File: src/rtl/ptl_pkg.sv
package ptl_pkg;
  localparam int unsigned NBLK   = 5;
  localparam int unsigned DATA_W = 15;

  typedef struct packed {
    logic              is_sel;
    logic [2:0]        blk;
    logic              skip;
    logic [DATA_W-1:0] data;
  } ptl_cmd_t;

  // bits 14..12 of a select word -> table number
  function automatic logic [2:0] sel_to_blk(input logic [2:0] f);
    if (!f[2]) return 3'd4;
    return {1'b0, f[1:0]};
  endfunction

  function automatic int unsigned max5(input int unsigned a, input int unsigned b,
                                       input int unsigned c, input int unsigned d,
                                       input int unsigned e);
    int unsigned m;
    m = a;
    if (b > m) m = b;
    if (c > m) m = c;
    if (d > m) m = d;
    if (e > m) m = e;
    return m;
  endfunction
endpackage

File: src/rtl/ptl_cmd_decode.sv
module ptl_cmd_decode
  import ptl_pkg::*;
(
  input  logic [15:0] word,
  output ptl_cmd_t    cmd
);
  always_comb begin
    cmd.is_sel = word[15];
    cmd.blk    = sel_to_blk(word[14:12]);
    cmd.skip   = word[15] & word[10] & (word[14:12] == 3'b111);
    cmd.data   = word[14:0];
  end
endmodule

File: src/rtl/ptl_busy_timer.sv
module ptl_busy_timer #(
  parameter int unsigned LAT = 16
) (
  input  logic clk,
  input  logic rst_n,
  input  logic start,
  output logic ready,
  output logic fire
);
  localparam int unsigned CW = (LAT > 1) ? $clog2(LAT) : 1;

  logic [CW-1:0] cnt;

  always_ff @(posedge clk or negedge rst_n) begin
    if (!rst_n) begin
      ready <= 1'b1;
      cnt   <= '0;
    end else if (ready) begin
      if (start) begin
        ready <= 1'b0;
        cnt   <= CW'(LAT - 1);
      end
    end else if (cnt == '0) begin
      ready <= 1'b1;
    end else begin
      cnt <= cnt - 1'b1;
    end
  end

  assign fire = !ready && (cnt == '0);
endmodule

File: src/rtl/ptl_pointer.sv
module ptl_pointer #(
  parameter int unsigned IDX_W   = 5,
  parameter int unsigned SKIP_AT = 11
) (
  input  logic             clk,
  input  logic             rst_n,
  input  logic             fire,
  input  logic             is_sel,
  input  logic [2:0]       sel_blk,
  input  logic             skip,
  input  logic [IDX_W-1:0] cur_limit,
  output logic [2:0]       cur_blk,
  output logic [IDX_W-1:0] ptr,
  output logic             ptr_valid,
  output logic             store,
  output logic             reject
);
  logic is_data;

  assign is_data = fire && !is_sel;
  assign store   = is_data && ptr_valid && (ptr < cur_limit);
  assign reject  = is_data && !store;

  always_ff @(posedge clk or negedge rst_n) begin
    if (!rst_n) begin
      cur_blk   <= '0;
      ptr       <= '0;
      ptr_valid <= 1'b0;
    end else if (fire && is_sel) begin
      cur_blk   <= sel_blk;
      ptr       <= skip ? IDX_W'(SKIP_AT) : '0;
      ptr_valid <= 1'b1;
    end else if (store) begin
      ptr <= ptr + 1'b1;
    end
  end
endmodule

File: src/rtl/ptl_table.sv
module ptl_table #(
  parameter int unsigned DEPTH = 12,
  parameter int unsigned IDX_W = 5,
  parameter int unsigned DW    = 15
) (
  input  logic             clk,
  input  logic             rst_n,
  input  logic             we,
  input  logic [IDX_W-1:0] widx,
  input  logic [DW-1:0]    wdata,
  input  logic [IDX_W-1:0] ridx,
  output logic [DW-1:0]    rdata
);
  localparam int unsigned AW = (DEPTH > 1) ? $clog2(DEPTH) : 1;

  logic [DW-1:0] mem [DEPTH];

  always_ff @(posedge clk or negedge rst_n) begin
    if (!rst_n) begin
      for (int i = 0; i < int'(DEPTH); i++) mem[i] <= '0;
    end else if (we && (widx < IDX_W'(DEPTH))) begin
      mem[widx[AW-1:0]] <= wdata;
    end
  end

  assign rdata = (ridx < IDX_W'(DEPTH)) ? mem[ridx[AW-1:0]] : '0;
endmodule

File: src/rtl/prog_table_loader.sv
module prog_table_loader
  import ptl_pkg::*;
#(
  parameter int unsigned W_BLK0      = 12,
  parameter int unsigned W_BLK1      = 12,
  parameter int unsigned W_BLK2      = 12,
  parameter int unsigned W_BLK3      = 24,
  parameter int unsigned W_BLK4      = 14,
  parameter int unsigned SKIP_AT     = 11,
  parameter int unsigned DONE_CYCLES = 16,
  parameter int unsigned IDX_W       = $clog2(max5(W_BLK0, W_BLK1, W_BLK2, W_BLK3, W_BLK4) + 1)
) (
  input  logic              clk,
  input  logic              rst_n,
  input  logic              rx_on,
  input  logic              tx_on,
  input  logic              aux_on,
  input  logic              wr_en,
  input  logic [15:0]       wr_data,
  output logic              ready,
  output logic              err,
  input  logic [2:0]        rd_blk,
  input  logic [IDX_W-1:0]  rd_idx,
  output logic [DATA_W-1:0] rd_data
);
  function automatic int unsigned depth_of(input int unsigned b);
    case (b)
      0:       return W_BLK0;
      1:       return W_BLK1;
      2:       return W_BLK2;
      3:       return W_BLK3;
      default: return W_BLK4;
    endcase
  endfunction

  function automatic logic [IDX_W-1:0] limit_of(input logic [2:0] b);
    if (b > 3'd4) return '0;
    return IDX_W'(depth_of(int'(b)));
  endfunction

  // named internal events
  logic              idle, accept, refused, fire, store, reject, ptr_valid;
  logic [15:0]       pend;
  ptl_cmd_t          cmd;
  logic [2:0]        cur_blk;
  logic [IDX_W-1:0]  ptr, cur_limit;
  logic [NBLK-1:0]   tbl_we;
  logic [DATA_W-1:0] rdat [NBLK];

  assign idle    = !(rx_on || tx_on || aux_on);
  assign accept  = wr_en && ready && idle;
  assign refused = wr_en && !(ready && idle);

  always_ff @(posedge clk or negedge rst_n) begin
    if (!rst_n)      pend <= '0;
    else if (accept) pend <= wr_data;
  end

  ptl_cmd_decode u_dec (.word(pend), .cmd(cmd));

  ptl_busy_timer #(.LAT(DONE_CYCLES)) u_tmr (
    .clk(clk), .rst_n(rst_n), .start(accept), .ready(ready), .fire(fire)
  );

  assign cur_limit = limit_of(cur_blk);

  ptl_pointer #(.IDX_W(IDX_W), .SKIP_AT(SKIP_AT)) u_ptr (
    .clk(clk), .rst_n(rst_n), .fire(fire),
    .is_sel(cmd.is_sel), .sel_blk(cmd.blk), .skip(cmd.skip),
    .cur_limit(cur_limit), .cur_blk(cur_blk), .ptr(ptr),
    .ptr_valid(ptr_valid), .store(store), .reject(reject)
  );

  for (genvar b = 0; b < int'(NBLK); b++) begin : g_tbl
    assign tbl_we[b] = store && (cur_blk == 3'(b));
    ptl_table #(.DEPTH(depth_of(b)), .IDX_W(IDX_W), .DW(DATA_W)) u_tbl (
      .clk(clk), .rst_n(rst_n), .we(tbl_we[b]), .widx(ptr), .wdata(cmd.data),
      .ridx(rd_idx), .rdata(rdat[b])
    );
  end

  always_comb begin
    rd_data = '0;
    for (int b = 0; b < int'(NBLK); b++)
      if (rd_blk == 3'(b)) rd_data = rdat[b];
  end

  always_ff @(posedge clk or negedge rst_n) begin
    if (!rst_n)                 err <= 1'b0;
    else if (refused || reject) err <= 1'b1;
  end
endmodule

File: config.mk
export PLATFORM = sky130hd
export DESIGN_NAME = prog_table_loader
export DESIGN_NICKNAME = d
export VERILOG_FILES = /design/src/rtl/ptl_pkg.sv /design/src/rtl/ptl_cmd_decode.sv /design/src/rtl/ptl_busy_timer.sv /design/src/rtl/ptl_pointer.sv /design/src/rtl/ptl_table.sv /design/src/rtl/prog_table_loader.sv
export SDC_FILE = /design/constraint.sdc
export NUM_CORES = 2
export LEC_CHECK = 0
export CAP_MARGIN = 20
export CORE_AREA = 8 8 320 322
export DETAILED_ROUTE_END_ITERATION = 12
export DIE_AREA = 0 0 328 330
export DONT_BUFFER_PORTS = 1
export MAX_ROUTING_LAYER = met4
export PLACE_DENSITY = 0.68
export SYNTH_ARGS = -nofsm -noshare
export SYNTH_HDL_FRONTEND = slang
export SYNTH_SLANG_ARGS = --single-unit
File: constraint.sdc
create_clock -name clk -period 9 [get_ports clk]
set_clock_uncertainty 0.15 [all_clocks]
set_input_delay 0.9 -clock clk [delete_from_list [all_inputs] [get_ports clk]]
set_output_delay 0.9 -clock clk [all_outputs]
set_load 0.1 [all_outputs]
Word-level counts from Yosys, hierarchy flattened
Cells that the tools add are included.
{"block": "totals", "ramBits": 0, "rom_bits": 0, "latchBits": 0, "output_inout_bits": 17, "wordCells": 198, "n_memories": 0, "reg_bits": 1141}
{"block": "classes", "add_sub_neg": 2, "n_mux": 48, "eq_ne": 11, "bitwise": 6, "reduce_logical": 36, "multipliers": 0, "magnitude_cmp": 14, "div_mod_pow": 0, "shift": 0}
{"operator": "bitwise mux 180 bit", "count": 3}
{"operator": "bitwise mux 360 bit", "count": 1}
{"operator": "two-way mux 15 bit", "count": 22}
{"operator": "binary-select mux 15 bit (select 4 bit)", "count": 4}
{"operator": "bitwise mux 210 bit", "count": 1}
{"operator": "binary-select mux 15 bit (select 5 bit)", "count": 1}
{"operator": "demux 15 bit (select 5 bit)", "count": 1}
{"operator": "demux 15 bit (select 4 bit)", "count": 1}
{"operator": "logical AND 1 bit", "count": 22}
{"operator": "< comparator 5 x 4 -> 1 bit, second input constant", "count": 4}
{"operator": "two-way mux 5 bit", "count": 4}
{"operator": "two-way mux 4 bit", "count": 4}
{"operator": "equality test 3 x 2 -> 1 bit, second input constant", "count": 4}
{"operator": "greater-or-equal comparator 6 bit, second input constant", "count": 2}
{"operator": "NOT 5 -> 6 bit", "count": 2}
{"operator": "greater-or-equal comparator 5 bit, second input constant", "count": 2}
{"operator": "< comparator 5 bit, second input constant", "count": 2}
{"operator": "NOT 4 -> 5 bit", "count": 2}
{"operator": "one-hot mux 5 bit (2 select lines)", "count": 1}
{"operator": "equality test 3 bit, second input constant", "count": 3}
{"operator": "equality test 3 x 1 -> 1 bit, second input constant", "count": 2}
{"operator": "logical NOT 3 bit", "count": 2}
{"operator": "< comparator 6 x 1 -> 1 bit, second input constant", "count": 1}
{"operator": "adder 5 x 1 -> 5 bit, second input constant", "count": 1}
{"operator": "other kinds (15)", "count": 25}

Depth between registers and ports, before layout
{"block": "logic_depth", "ltp_word": 10, "ltp_mapped": 14, "ltp_nobuf": 9}

Hierarchy
From an unflattened synthesis, not the netlist that was laid out.
{"block": "unflattened", "cells_unflattened": 3664, "area_unflattened_um2": 53914.2}
{"mod": "ptl_table at g_tbl[0].u_tbl ...", "seq_area_each_um2": 4504.3, "cells_per_inst": 549, "area_each_um2": 8323.0, "instances": 3}
{"mod": "ptl_table at g_tbl[3].u_tbl", "seq_area_each_um2": 9008.6, "cells_per_inst": 1079, "area_each_um2": 16627.2, "instances": 1}
{"mod": "ptl_table at g_tbl[4].u_tbl", "seq_area_each_um2": 5255.0, "cells_per_inst": 701, "area_each_um2": 9918.3, "instances": 1}
{"mod": "prog_table_loader", "seq_area_each_um2": 425.4, "cells_per_inst": 141, "area_each_um2": 1451.4, "instances": 1}
{"mod": "ptl_pointer", "seq_area_each_um2": 225.2, "cells_per_inst": 52, "area_each_um2": 536.8, "instances": 1}
{"mod": "ptl_busy_timer", "seq_area_each_um2": 126.4, "cells_per_inst": 24, "area_each_um2": 262.8, "instances": 1}
{"mod": "ptl_cmd_decode", "seq_area_each_um2": 0.0, "cells_per_inst": 20, "area_each_um2": 148.9, "instances": 1}

Least setup slack after synthesis
No wires, ideal clock.
{"block": "synth_path", "path_type": "input-to-output", "start": "input port rd_idx[1]", "end": "output port rd_data[10]", "arrival_ns": 3.809, "t_required_ns": 7.950, "cell_stages": 7, "setup_slack_ns": 4.141, "path_cell_list": "buf_2 buf_1 clkbuf_1 buf_1 mux4_2 a221oi_1 nand4_1"}
{"block": "synth_via", "elab_chain_len": 10, "elab_cells_between_ends": 30, "classes_between": "order compare (3); mux (25); bitwise (2)"}
{"item": "start: declaration", "line": "prog_table_loader.sv:23", "rtl": "input logic [IDX_W-1:0] rd_idx,"}
{"item": "NOT 4 -> 5 bit (not written as such)", "line": "ptl_table.sv:26", "rtl": "assign rdata = (ridx < IDX_W'(DEPTH)) ? mem[ridx[AW-1:0]] : '0;"}
{"item": "binary-select mux 15 bit (select 4 bit)", "line": "ptl_table.sv:26"}
{"item": "two-way mux 15 bit (not written as such) (2 in a row)", "line": "ptl_table.sv:26"}
{"item": "two-way mux 15 bit", "line": "ptl_table.sv:26"}
{"item": "two-way mux 15 bit (4 in a row)", "line": "prog_table_loader.sv:85", "rtl": "if (rd_blk == 3'(b)) rd_data = rdat[b];"}
{"item": "two-way mux 15 bit (*)", "line": "prog_table_loader.sv:85"}
{"item": "end: declaration", "line": "prog_table_loader.sv:24", "rtl": "output logic [DATA_W-1:0] rd_data"}
Mark *: on every way between the ends. The rest lies on a longest branch, timed or not. The select of a mux whose other input is x is not followed.

Worst setup path in the final report
{"block": "layout_path", "start": "input port rd_idx[1]", "end": "output port rd_data[12]"}
Same word-level chain as after synthesis.

==> out/results.ini <==
[synthesis]
ys_seq_area_frac=0.538
async_reset_ff_frac=1.00
yosys-top-cells-count=1,140 x dfrtp_1, 994 x mux2_2, 226 x mux4_2, 195 x clkbuf_1, 110 x mux2_4
synth_top_area_cell=dfrtp_1
syn_avg_cell_area_um2=15.1
synthTopCellsByArea=dfrtp_1 54%, mux2_2 21%, mux4_2 9.6%, mux2_4 3.1%, mux2i_1 1.8%
synth_edf_count=0
synth.distinct_cells=65
syn-cell-area_um2=53100
yosys_register_bits=1141
yosysWarningCount=0
synthesis.nets=3546
synth_ff_type=dfrtp_1
synth.most_common_cell=dfrtp_1
synthCells=3508
synth_top_area_frac=0.537

[route]
firstDrtPassIters=5
vias_per_cell=6.38
wl_per_cell_um=29.2
drcViolationCount=0
first_iter_violations=2534
via_count=30300
antenna_left=0
drt_wl_total_um=139000

[sta]
grt_setup_unrepaired=false
setup_tns_ps=0
finalHoldViolCount=0
setup_violations=0
drv_slew=52
setup_ws_ps=3640
whs_ps=80.2
fin_crit_sh=0.595
fin_crit_ps=5360
fmax_mhz=187
worst_pin_slew_ps=1580
relSlewSlack=-0.0549

[clocking]
numCtsBuffers=116
clockBufferDepth=3
cts_tree=built
cts_resized=0
clock-root-buffer=clkbuf_16
clk_pin_slew_worst_paths_ps=60
clock-sinks=1141
clock_latency_ps=690
h-tree-depth=3

[placement]
portBuffers=0
post-place-ws_ps=3850
gp_congestion=0.842
dp.final_hpwl_um=82400
place_inst=4525

[global_route]
antenna_found_initial=7
grt_start_max_net_pins=291
grt_pass1_wl_um=213000
grt_pass1_vias=33000
grt_usage=0.265
grt_overflow=0

[pwr]
p_switching_mw=3.34
seqPwrFrac=0.451
power.leakage_nw=29.0
swShare=0.281
clock_power_share=0.434
vdd_drop_max_mv=0.283
p_comb_frac=0.115
intPower_mw=8.54
p_per_area_nw_per_um2=205

[floorplan]
fp-row-count=115
fp.dieW_um=328
die_area_um2=108000
core_um2=97400
ios=47
start_util=0.545
dieHeight_um=330

[worst_setup_path]
cp.required_ps=7950
cp-end-kind=primary output
criticalPathCategory=primary input to primary output
cp_max_fo=290
cp_data_arrival_time_ps=4310
worst_setup_path_start_kind=primary input

[layout]
multi_input_area_um2=23000
layout-drive-gt1-share=0.482
final_nets=3397
areaGrowthSynthToFinish_pct=9.21
regArea_um2=28600
fill_cells=7239
instances_no_fill=4751

[job]
drv_cap=0

[status]
status=finished, violations left
violations=max-slew violations

[min_path]
hold_class=primary input to async pin

power by group through the flow:
stage,clock (mW),combinational (mW),sequential (mW)
finish,5.16,1.37,5.35
global route,5.44,1.45,5.36
CTS,5.24,1.37,5.36
detailed placement,0,1.36,5.45
global placement,0,1.29,5.44
floorplan,0,0.850,5.34
path summary, 6_finish.rpt:
check	start	end	slack, ps	cells after the start
min in group clk	wr_en	u_tmr.ready	170	1
worst max-delay path	rd_idx[1]	rd_data[12]	3640	6
worst min register to register	u_ptr.ptr_valid	u_ptr.ptr_valid	330	1
worst min-delay path	rst_n	g_tbl[3].u_tbl.mem[277]	80	1
worst max register to register	u_ptr.cur_blk[2]	g_tbl[3].u_tbl.mem[172]	4070	8
max in group asynchronous	rst_n	g_tbl[2].u_tbl.mem[140]	5790	4
placed cells by master (no fill, tap or decap), drive strengths merged, types with 5 or more instances in the layout:
cell,n
and3,28
nand2b,7
nor2b,13
a211oi,5
mux2,1154
dfrtp,1140
nor2,71
nand3,89
buf,68
mux4,226
clkbuf,165
a221oi,7
ha,8
o22a,15
o32ai,14
o2111ai,6
nand2,86
bufinv,17
inv,11
a2111oi,12
nand4,35
o21ai,20
a21oi,22
and2,10
and4b,5
diode,7
nor4b,5
a31oi,7
o22ai,43
clkinv,28
mux2i,96
per-stage QoR:
| stage | power, mW | util | cell area, um2 |
|---|---|---|---|
| finish | 11.9 | 0.595 | 58000 |
| global placement | 6.74 | 0.552 | 53800 |
| global route | 12.2 | 0.595 | 58000 |
| floorplan | 6.19 | - | 53100 |
| CTS | 12.0 | 0.594 | 57900 |
| detailed placement | 6.81 | 0.552 | 53800 |
logic make-up (layout without fill, tap and decap cells):
logic type      after synthesis  count (layout)  share of synthesized area
mux                        1476            1476                      0.367
flops                      1141            1141                      0.538
simple gates                369             369                     0.0405
buf+inv                     344             293                     0.0306
compound gates              165             165                     0.0218
fa+ha+maj                     8               8                    0.00189
xor+xnor                      5               5                   0.000825
other cells                   0               7                          0
worst max-delay path, stage by stage:
cell and delay, ps:
mux4_2 700, nand3_1 210, nand2_1 80, a2111oi_1 990, nand4_1 410, buf_4 370
layer usage:
metal,track usage,part of all wire,vias up
met4,0.0986,0.039,0
met1,0.350,0.42,16500
li1,-,-,12700
met2,0.418,0.49,794
met3,0.0391,0.050,284
met5,-,0,-
state kept, by name, summed over array words and instances, names as in the netlist:
register / cells
u_tmr.ready: 1
err: 1
u_ptr.cur_blk: 3
pend: 16
u_ptr.ptr: 5
g_tbl.u_tbl.mem: 1110
u_tmr.cnt: 4
u_ptr.ptr_valid: 1
area by class of cell:
| cell class | instances | share of cell area |
|---|---|---|
| inverters | 8 | 0.000518 |
| multi-input cells | 2023 | 0.396 |
| clock buffers | 165 | 0.0585 |
| well taps | 1287 | 0.0278 |
| flip-flops and latches | 1141 | 0.493 |
| repair buffers | 69 | 0.0115 |
| diodes | 7 | 0.000302 |
| clock inverters | 51 | 0.0126 |
repair_timing:
action	CTS	global route
hold buffers	1	0
buffers inserted	0	0
endpoints found under the hold margin	18	0
Power figures use the tool's default switching activity.
